==> src/rtl/nvmDivPkg.sv <==
package nvmDivPkg;
  // Strobes from the register control to the divider datapath
  typedef struct packed {
    logic run;      // counters may advance
    logic restart;  // force counters to zero this cycle
  } divCtlT;
endpackage

==> src/rtl/nvmDivCtrl.sv <==
module nvmDivCtrl
  import nvmDivPkg::*;
#(
  parameter int DIV_W = 6,
  localparam int REG_W = DIV_W + 2
) (
  input  logic             clk,
  input  logic             rstN,
  input  logic             wrEn,
  input  logic [REG_W-1:0] wrData,
  output logic [REG_W-1:0] rdData,
  output logic             loaded,
  output logic             prescaleSel,
  output logic [DIV_W-1:0] divisor,
  output divCtlT           ctl
);
  localparam int CFG_W = REG_W - 1;

  logic [CFG_W-1:0] cfgBits;
  logic             loadEvent;

  // only the first write after reset is accepted
  assign loadEvent = wrEn && !loaded;

  always_ff @(posedge clk or negedge rstN) begin
    if (!rstN) begin
      cfgBits <= '0;
      loaded  <= 1'b0;
    end else if (loadEvent) begin
      cfgBits <= wrData[CFG_W-1:0];
      loaded  <= 1'b1;
    end
  end

  assign rdData      = {loaded, cfgBits};
  assign prescaleSel = cfgBits[DIV_W];
  assign divisor     = cfgBits[DIV_W-1:0];
  assign ctl.run     = loaded;
  assign ctl.restart = loadEvent;

  p_lock_r3: assert property (@(posedge clk) disable iff (!rstN)
    loaded |=> $stable(cfgBits));
  p_flag_sticky_r2: assert property (@(posedge clk) disable iff (!rstN)
    loaded |=> loaded);
  p_first_write_r2: assert property (@(posedge clk) disable iff (!rstN)
    (wrEn && !loaded) |=> (loaded && cfgBits == $past(wrData[CFG_W-1:0])));
  p_no_spurious_load_r2: assert property (@(posedge clk) disable iff (!rstN)
    (!wrEn && !loaded) |=> !loaded);
endmodule

==> src/rtl/nvmDivData.sv <==
module nvmDivData
  import nvmDivPkg::*;
#(
  parameter int DIV_W     = 6,
  parameter int PRE_RATIO = 8,
  localparam int PRE_W    = (PRE_RATIO > 1) ? $clog2(PRE_RATIO) : 1,
  localparam logic [PRE_W-1:0] PRE_MAX = PRE_W'(PRE_RATIO - 1)
) (
  input  logic             clk,
  input  logic             rstN,
  input  divCtlT           ctl,
  input  logic             prescaleSel,
  input  logic [DIV_W-1:0] divisor,
  output logic             tickStb
);
  logic [PRE_W-1:0] preCnt;
  logic [DIV_W-1:0] divCnt;
  logic             preTick;
  logic             divWrap;

  assign preTick = !prescaleSel || (preCnt == PRE_MAX);
  assign divWrap = (divCnt == divisor);

  always_ff @(posedge clk or negedge rstN) begin
    if (!rstN) begin
      preCnt <= '0;
      divCnt <= '0;
    end else if (!ctl.run || ctl.restart) begin
      preCnt <= '0;
      divCnt <= '0;
    end else begin
      if (prescaleSel)
        preCnt <= (preCnt == PRE_MAX) ? '0 : preCnt + 1'b1;
      if (preTick)
        divCnt <= divWrap ? '0 : divCnt + 1'b1;
    end
  end

  assign tickStb = ctl.run && preTick && divWrap;

  p_gated_r7: assert property (@(posedge clk) disable iff (!rstN)
    !ctl.run |=> (preCnt == '0 && divCnt == '0));
  p_div_range_r5: assert property (@(posedge clk) disable iff (!rstN)
    ctl.run |-> (divCnt <= divisor));
  p_single_r5: assert property (@(posedge clk) disable iff (!rstN)
    (tickStb && divisor != '0) |=> !tickStb);
  p_pre_single_r6: assert property (@(posedge clk) disable iff (!rstN)
    (tickStb && prescaleSel) |=> !tickStb);
  p_pre_idle_r5: assert property (@(posedge clk) disable iff (!rstN)
    !prescaleSel |-> (preCnt == '0));
endmodule

==> src/rtl/nvmClockDivider.sv <==
module nvmClockDivider
  import nvmDivPkg::*;
#(
  parameter int DIV_W     = 6,
  parameter int PRE_RATIO = 8,
  localparam int REG_W    = DIV_W + 2
) (
  input  logic             clk,
  input  logic             rstN,
  input  logic             wrEn,
  input  logic [REG_W-1:0] wrData,
  output logic [REG_W-1:0] rdData,
  output logic             tickStb,
  output logic             loaded,
  output logic             progEnable
);
  divCtlT           ctl;
  logic             prescaleSel;
  logic [DIV_W-1:0] divisor;

  nvmDivCtrl #(.DIV_W(DIV_W)) i_ctrl (
    .clk(clk), .rstN(rstN), .wrEn(wrEn), .wrData(wrData),
    .rdData(rdData), .loaded(loaded), .prescaleSel(prescaleSel),
    .divisor(divisor), .ctl(ctl)
  );

  nvmDivData #(.DIV_W(DIV_W), .PRE_RATIO(PRE_RATIO)) i_data (
    .clk(clk), .rstN(rstN), .ctl(ctl), .prescaleSel(prescaleSel),
    .divisor(divisor), .tickStb(tickStb)
  );

  assign progEnable = loaded;

  p_prog_gate_r8: assert property (@(posedge clk) disable iff (!rstN)
    !rdData[REG_W-1] |-> (!progEnable && !tickStb));
  p_prog_set_r8: assert property (@(posedge clk) disable iff (!rstN)
    (wrEn && !progEnable) |=> progEnable);
endmodule

==> config.mk <==
export PLATFORM = sky130hd
export DESIGN_NAME = nvmClockDivider
export DESIGN_NICKNAME = d
export VERILOG_FILES = /design/src/rtl/nvmDivPkg.sv /design/src/rtl/nvmDivCtrl.sv /design/src/rtl/nvmDivData.sv /design/src/rtl/nvmClockDivider.sv
export SDC_FILE = /design/constraint.sdc
export NUM_CORES = 1
export LEC_CHECK = 0
export ABC_AREA = 1
export BUFFER_PORTS_ARGS = -buffer_cell sky130_fd_sc_hd__buf_2
export CORE_MARGIN = 4
export CORE_UTILIZATION = 35
export DETAILED_ROUTE_END_ITERATION = 8
export HOLD_SLACK_MARGIN = 0.1
export PLACE_DENSITY = 0.62
export SLEW_MARGIN = 20
export SYNTH_ARGS = -nofsm -noshare
export SYNTH_HDL_FRONTEND = slang
export SYNTH_SLANG_ARGS = --single-unit
export TNS_END_PERCENT = 50
==> constraint.sdc <==
create_clock -name clk -period 2.5 [get_ports clk]
set_input_delay 0.25 -clock clk [delete_from_list [all_inputs] [get_ports clk]]
set_output_delay 0.25 -clock clk [all_outputs]
set_load 0.01 [all_outputs]
Yosys cells after proc, flatten, opt, wreduce, memory -nomap -nowiden
Cells that the tools add are included.
- word-level logic and storage cells: 23
- bits in registers: 17
- input port bits: 11
- mux-type cells: 6
- eq/ne operators: 2
- reductions and logical operators: 9
- add/subtract/negate cells: 2
- operators with widths (operator ; count):
    2-to-1 mux 6 bit ; 3
    2-to-1 mux 3 bit ; 3
    adder 6 x 1 -> 6 bit (second input constant) ; 1
    equality test 6 bit ; 1
    nonzero test 2 bit ; 2
    adder 3 x 1 -> 3 bit (second input constant) ; 1
    equality test 3 bit (second input constant) ; 1
    logical AND 1 bit ; 3
    logical NOT 1 bit ; 2
    logical OR 1 bit ; 2

Depth between registers and ports, before layout
Gate-level depths: netlist (run 1).
- word-level depth: 4
- gate-level depth with buffers: 7

By module
A second synthesis (run 1) with hierarchy kept.
- cell total of the unflattened synthesis: 135
- area total of the unflattened synthesis: 1052.3 µm²
- by module, submodules not included (module ; instances ; sequential area each (µm²) ; area each (µm²) ; cells an instance):
    nvmDivData ; 1 ; 225.2 ; 631.9 ; 90
    nvmDivCtrl ; 1 ; 200.2 ; 412.9 ; 44
    nvmClockDivider ; 1 ; 0.0 ; 7.5 ; 1

Least setup slack after synthesis (run 1)
No wires, ideal clock.
- path type: register to output
- start: register i_data.preCnt[0]
- end: output tickStb
- arrival time: 1.145 ns
- setup slack: 1.105 ns
- stages on the path, launching flop included: 5
- buffers on the path: 0
- cells stage by stage: dfrtp_1 ha_1 ha_1 o21ai_1 nor2_1
- word-level cells in the longest chain between the ends: 4
- RTL lines (element ; RTL line ; RTL):
    start: declaration ; nvmDivData.sv:16 ; logic [PRE_W-1:0] preCnt;
    start signal: assignment ; nvmDivData.sv:33 ; preCnt <= (preCnt == PRE_MAX) ? '0 : preCnt + 1'b1;
    equality test 3 bit ; nvmDivData.sv:21 ; assign preTick = !prescaleSel || (preCnt == PRE_MAX);
    logical OR 1 bit ; nvmDivData.sv:21 ;
    logical AND 1 bit (2 in a row) ; nvmDivData.sv:39 ; assign tickStb = ctl.run && preTick && divWrap;
    end: declaration ; nvmClockDivider.sv:13 ; output logic tickStb,
No other way between the ends.

Worst setup path in the final report (run 1)
Ends and elaborated chain as after synthesis.

==> results of run 1 <==
-- layout make-up --
cell class / count / area (µm²) / share of cell area
multi-input combinational: 81 / 427 / 0.396
inverter: 14 / 52.6 / 0.0487
clock buffer: 4 / 26.3 / 0.0244
sequential: 17 / 425 / 0.394
tap: 30 / 37.5 / 0.0348
timing repair buffer: 21 / 110 / 0.102
-- kinds of logic (layout without fill, tap and decap cells) --
family,count (synthesis),in the layout,share of synthesized area
AO/OA/AOI/OAI,8,8,0.0428
XOR/XNOR,3,3,0.0281
adder cells (fa/ha/maj),3,3,0.0402
buffers and inverters,18,39,0.0884
flip-flops,17,17,0.455
multiplexers,2,2,0.0241
AND/OR/NAND/NOR,65,65,0.321
-- cells in the final DEF (no fill, tap or decap), types with 2 or more instances in the layout --
cell type,synthesis,routed
a21oi_1,6,6
buf_2,0,20
clkbuf_4,0,3
dfrtp_1,17,17
ha_1,3,3
inv_1,11,11
inv_2,3,3
nand2_1,38,38
nand3_1,8,8
nor2_1,13,13
nor2_4,2,2
o21ai_1,2,2
xor2_1,3,3
-- flip-flops by register name, summed over array words and instances (netlist names) --
name,flops
i_ctrl.loaded,1
i_data.divCnt,6
i_data.preCnt,3
i_ctrl.cfgBits,7
-- worst max-delay path, delay by kind of cell (launching register included) --
family	cells	cell delay, ns
adder cells (fa/ha/maj)	2	0.42
flip-flops	1	0.40
AO/OA/AOI/OAI	1	0.34
buffers and inverters	1	0.15
AND/OR/NAND/NOR	1	0.08
-- report_power, final --
group | total [W] | internal, W | switching (W)
clock | 0.000151 | 0.0000622 | 0.0000890
combinational | 0.0000132 | 0.00000592 | 0.00000726
sequential | 0.000275 | 0.000275 | 0
-- stage by stage --
step           hold slack [ns]  setup slack, ns  std cells
6_report                 0.166            0.557        167
2_1_floorplan          -0.0456             1.11        116
4_1_cts                  0.157            0.567        167
3_5_place_dp             0.206            0.912        162
5_1_grt                  0.163            0.492        167
3_3_place_gp             0.198            0.896        162
-- worst min path at each step --
stage          startpoint           endpoint
2_1_floorplan        rstN  i_ctrl.cfgBits[0]
3_3_place_gp         rstN   i_data.divCnt[0]
3_5_place_dp         rstN   i_data.divCnt[0]
4_1_cts         wrData[1]  i_ctrl.cfgBits[1]
5_1_grt         wrData[1]  i_ctrl.cfgBits[1]
6_report        wrData[1]  i_ctrl.cfgBits[1]
-- routing by layer --
metal	up-vias	global-route usage
li1	402	-
met4	0	0.0665
met1	331	0.143
met5	-	0
met3	5	0.0259
met2	14	0.207
-- what timing repair did --
| item | 4_1_cts | 5_1_grt |
|---|---|---|
| buffers inserted | 0 | 0 |
| hold endpoints to repair | 17 | 0 |
| hold buffers | 1 | 0 |
==> impl_metrics.tcl, run 1 <==
set metrics [dict create \
    area_delta_synth_final_pct 15.4 \
    core_um2 2520 \
    hold_violations 0 \
    fin_area_um2 1080 \
    synth_area_um2 935 \
    postRouteAntennaNets 0 \
    slew_viol_final 0 \
    overflow 0 \
    crit_slowest_cell "dfrtp_1" \
    ys_types 18 \
    yosysWarnings 0 \
    slew_headroom 0.735 \
    rsz0062_at_grt "false" \
    cts_resized 0 \
    endpoint "tickStb" \
    antenna_cells 0 \
    fillers 266 \
    finalWirelength_mm 1.83 \
    cts_buffers 3 \
    rows 18 \
    die_x_um 59.7 \
    syn_avg_cell_area_um2 8.06 \
    synthTopCellsByArea "dfrtp_1, nand2_1, nor2_1" \
    ys_seq_area_frac 0.455 \
    pin_count 22 \
    r2r_slack_ns 0.98 \
    cts_buffer_depth 2 \
    synthArstFlopShare 1.00 \
    cts_tree "yes" \
    fin_tns_setup_ns 0 \
    synth_fp_nets 130 \
    worstReg2RegEnd "i_data.divCnt[2]" \
    grt_max_degree 18 \
    drive_gt1_frac 0.241 \
    io_buffers 20 \
    finalPower_w 0.000439 \
    clk_pin_slew_worst_paths_ns 0.10 \
    met3WireLength_um 74 \
    grt_pass1_vias 762 \
    final_nets 152 \
    synth_common_cells "nand2_1, dfrtp_1, nor2_1, inv_1, nand3_1" \
    cpMostUsedCell "ha_1" \
    firstDrtPassIters 2 \
    synth_edf_count 0 \
    wl_met2_um 891 \
    clock_skew_ns 0.000511 \
    path_max_fanout 4 \
    cellLeakagePower_nw 0.565 \
    viasPerCell 4.50 \
    place.gp.congestion 0.801 \
    vias 752 \
    grt_pass1_wl_mm 3.22 \
    synth_top_area_cell "dfrtp_1" \
    worst_pin_slew_ns 0.397 \
    avgRoutedWirePerCell_um 10.9 \
    crit_start "i_data.preCnt[0]" \
    hold_class "input port to register" \
    utilization 0.428 \
    synth_most_common_cell "nand2_1" \
    fmax_ghz 0.515 \
    r2r_start "i_data.preCnt[0]" \
    design.die.area_um2 3560 \
    netlist_instances 116 \
    m1WireLength_um 815 \
    power_density_nw_per_um2 407 \
    yosys.area.top_type_share 0.455 \
    peakVddDrop_mv 0.303 \
    htreeDepth 1 \
    crit_required_ns 2.25 \
    highest_layer "met4" \
    drt_iter0_markers 5 \
    endpoint_kind "output pin" \
    finalCritPeriodShare 0.777 \
    critical_path.cell_chain "ha_1 -> ha_1 -> o21ai_1 -> nor2_1 -> buf_2" \
    worst-setup-path-type "register to output pin" \
    outcome "complete, no violations" \
    dp_hpwl_mm 1.39 \
    worstPathArrival_ns 1.69 \
    ys_ff_latch 17 \
    initial_core_util 0.371 \
    maxCapViolations 0 \
    die_y_um 59.7 \
    critPathLaunchType "register" \
    setup_violations 0 \
    cpPeakStageDelay_ns 0.40 \
    finalCriticalPeriod_ns 1.94 \
    remaining_drc_errors 0 \
    antenna_found_initial 0 \
    clk_root_buffer_cell "clkbuf_4" \
    whs_path_depth 2 \
    clock_sinks 17 \
    gr-usage-all-layers 0.122 \
    ys.flop_type "dfrtp_1" \
    reg2reg_depth 6 \
    clk-insertion-delay-late_ns 0.29 \
    placed_cell_area_um2 1040 \
]
Power figures use the tool's default switching activity.
==> inputs of run 2 (changes only) <==
--- a/config.mk
+++ b/config.mk
@@ -5,7 +5,7 @@
 export SDC_FILE = /design/constraint.sdc
 export NUM_CORES = 1
 export LEC_CHECK = 0
-export ABC_AREA = 1
+export ABC_AREA = 0
 export BUFFER_PORTS_ARGS = -buffer_cell sky130_fd_sc_hd__buf_2
 export CORE_MARGIN = 4
 export CORE_UTILIZATION = 35
==> constraint.sdc (replaced) <==
create_clock -name clk -period 1.8 [get_ports clk]
set_input_delay 0.18 -clock clk [delete_from_list [all_inputs] [get_ports clk]]
set_output_delay 0.18 -clock clk [all_outputs]
set_load 0.01 [all_outputs]
==> run 2 against run 1 <==
- the run now ends with setup timing left
- non-clock buffer count rose by 16
- cell area rose by 15%
- register-to-register slack got worse by 0.76 ns
- synthesized cell count fell by 35%
- worst setup slack got worse by 0.56 ns
- count of clock-buffer cells in the layout fell by 1
- critical endpoint unchanged
- sequential cell count did not move
- first-iteration DRC count rose by 140%
- combinational power rose to 50 times the previous value
- largest power group unchanged
==> impl_metrics.tcl, run 2 <==
set metrics [dict create \
    outcome "complete, but fails checks" \
    violations "setup timing" \
    yosysWarnings 0 \
    grt_use_met2 0.218 \
    clk_pin_slew_worst_paths_ns 0.11 \
    largest_register_ffs 7 \
    setup_violations 1 \
    slew_headroom 0.728 \
    yosys.area.top_type_share 0.486 \
    area_delta_synth_final_pct 41.4 \
    synth_top_family_by_area "simple AND/OR/NAND/NOR gates" \
    firstDrtPassIters 3 \
    fin_tns_setup_ns -0.00655 \
    gr-usage-all-layers 0.133 \
    worst_pin_slew_ns 0.407 \
    overflow 0 \
    initial_core_util 0.381 \
    ys_seq_area_frac 0.486 \
    synth_simple_gate_area_frac 0.156 \
    clk-insertion-delay-late_ns 0.31 \
    maxCapViolations 0 \
    antenna_cells 0 \
    netlist_instances 75 \
    endpoint_kind "output pin" \
    worstPathArrival_ns 1.63 \
    layout_commonest_cell "buf_2" \
    avgRoutedWirePerCell_um 13.8 \
    hold_violations 0 \
    synth_edf_count 0 \
    drive_gt1_frac 0.518 \
    vias 688 \
    place.gp.congestion 0.759 \
    htreeDepth 1 \
    pin_count 22 \
    critPathLaunchType "register" \
    slew_viol_final 0 \
    path_max_fanout 4 \
    ys_types 25 \
    design.die.area_um2 3370 \
    remaining_drc_errors 0 \
    cts_tree "yes" \
    synth_top_area_cell "dfrtp_1" \
    finalCritPeriodShare 1.00 \
    clock_sinks 17 \
    synth_common_cells "dfrtp_1, nand2_1, mux2_2, xnor2_1, nor2_1" \
    instances_no_fill 140 \
    grt_max_degree 18 \
    cellLeakagePower_nw 0.555 \
    dpl_worst_slack_ns 0.122 \
    top_register "i_ctrl.cfgBits" \
    grt-busiest-layer "met2" \
    rsz0062_at_grt "true" \
    cts_buffers 3 \
    ys_ff_latch 17 \
    die_y_um 58.0 \
    utilization 0.539 \
    die_x_um 58.0 \
    r2r_slack_ns 0.22 \
    clk_root_buffer_cell "clkbuf_4" \
    synth_most_common_cell "dfrtp_1" \
    crit_required_ns 1.62 \
    top_regs "i_ctrl.cfgBits x7, i_data.divCnt x6, i_data.preCnt x3" \
    finalCriticalPeriod_ns 1.81 \
    viasPerCell 4.91 \
    finalWirelength_mm 1.93 \
    met3_usage 0.0468 \
    core_um2 2300 \
    synth_area_um2 876 \
    synth_compound_area_frac 0.0471 \
    grt_pass1_wl_mm 3.34 \
    clock_skew_ns 0.00316 \
    antenna_found_initial 0 \
    dp_hpwl_mm 1.31 \
    synth_fp_nets 89 \
    syn_avg_cell_area_um2 11.7 \
    power_density_nw_per_um2 1240 \
    grtUsageMet1 0.159 \
    peakVddDrop_mv 0.734 \
    synthTopCellsByArea "dfrtp_1, mux2_2, xnor2_1" \
    worst-setup-path-type "register to output pin" \
    yosys.area_share.adder 0.0429 \
    final_cell_mix "buf_2, dfrtp_1, dlygate4sd3_1, buf_4" \
    fmax_ghz 0.554 \
    hold_class "input port to asynchronous set/reset pin" \
    drt_iter0_markers 12 \
    synthXorXnorAreaFrac 0.109 \
    postRouteAntennaNets 0 \
    final_nets 127 \
    grt_pass1_vias 714 \
    dpl.cell_count 121 \
    synthArstFlopShare 1.00 \
    io_buffers 20 \
    rows 17 \
    fin_ws_ns -0.00655 \
    muxShareOfSynthArea 0.124 \
    cts_buffer_depth 2 \
    ys.flop_type "dfrtp_1" \
]
-- run 2: cell count changes after synthesis, sizes merged, moves of 3 or more --
| cell | delta |
|---|---|
| nand2 | -31 |
| inv | -13 |
| nor2 | -10 |
| a21oi | -6 |
| nand3 | -6 |
| xnor2 | +6 |
| mux2 | +5 |
| o31ai | +4 |
| mux2i | +3 |
-- run 2: cells by family (layout without fill, tap and decap cells) --
logic type	count (synthesis)	after routing
adders and majority gates	3	3
buffers and inverters	5	42
and+or+nand+nor	24	24
AOI/OAI and AO/OA	6	6
DFF	17	17
xor gates and xnor gates	10	10
muxes	10	10
-- run 2: where the power goes --
group          leakage (nW)  total [W]  switching, W  internal [W]
logic                 0.339   0.000654      0.000300      0.000354
registers             0.202   0.000660      0.000158      0.000502
clock network        0.0139   0.000224      0.000139     0.0000851
total                 0.555    0.00154      0.000597      0.000941
-- run 2: final timing paths --
check                                       from           endpoint  cells after the start
worst max-delay path            i_data.divCnt[4]            tickStb                      4
worst min-delay path                        rstN  i_ctrl.cfgBits[4]                      2
worst max register to register  i_data.preCnt[0]   i_data.divCnt[3]                      7
worst min register to register  i_data.divCnt[5]   i_data.divCnt[5]                      2
max in group asynchronous                   rstN   i_data.divCnt[0]                      2
min in group clk                i_data.divCnt[5]   i_data.divCnt[5]                      2
-- run 2: layout make-up --
cell class	instances	area (µm²)
clock buffer	3	22.5
inverter	1	3.75
clock inverter	1	7.51
fill	202	1060
multi-input combinational	53	489
sequential	17	430
tap	28	35.0
timing repair buffer	37	250
-- run 2: worst max-delay path, cell delays in order, from the launching register on --
cell and delay, ns:
dfrtp_2 0.45, xnor2_2 0.19, nand4_2 0.20, nor4_4 0.31, buf_2 0.17
-- run 2: routing by layer --
metal | wire length [µm] | vias up
li1 | - | 332
met1 | 812 | 338
met2 | 1010 | 15
met3 | 78 | 3
met4 | 29 | 0
met5 | 0 | -
-- run 2: stage by stage --
| stage | hold WS, ns | cell area (µm²) | total power, W |
|---|---|---|---|
| floorplan | -0.116 | 876 | 0.000982 |
| global placement | 0.124 | 998 | 0.00108 |
| detailed placement | 0.129 | 998 | 0.00112 |
| CTS | 0.320 | 1170 | 0.00144 |
| global route | 0.338 | 1240 | 0.00166 |
| finish | 0.306 | 1240 | 0.00154 |
-- run 2: what timing repair did --
action	in CTS	in global routing
gates cloned	0	0
pin swaps	2	4
hold buffers	9	0
buffers inserted	2	4
gates resized for setup	8	7
endpoints found under the hold margin	25	0
endpoints found under the setup margin	1	1
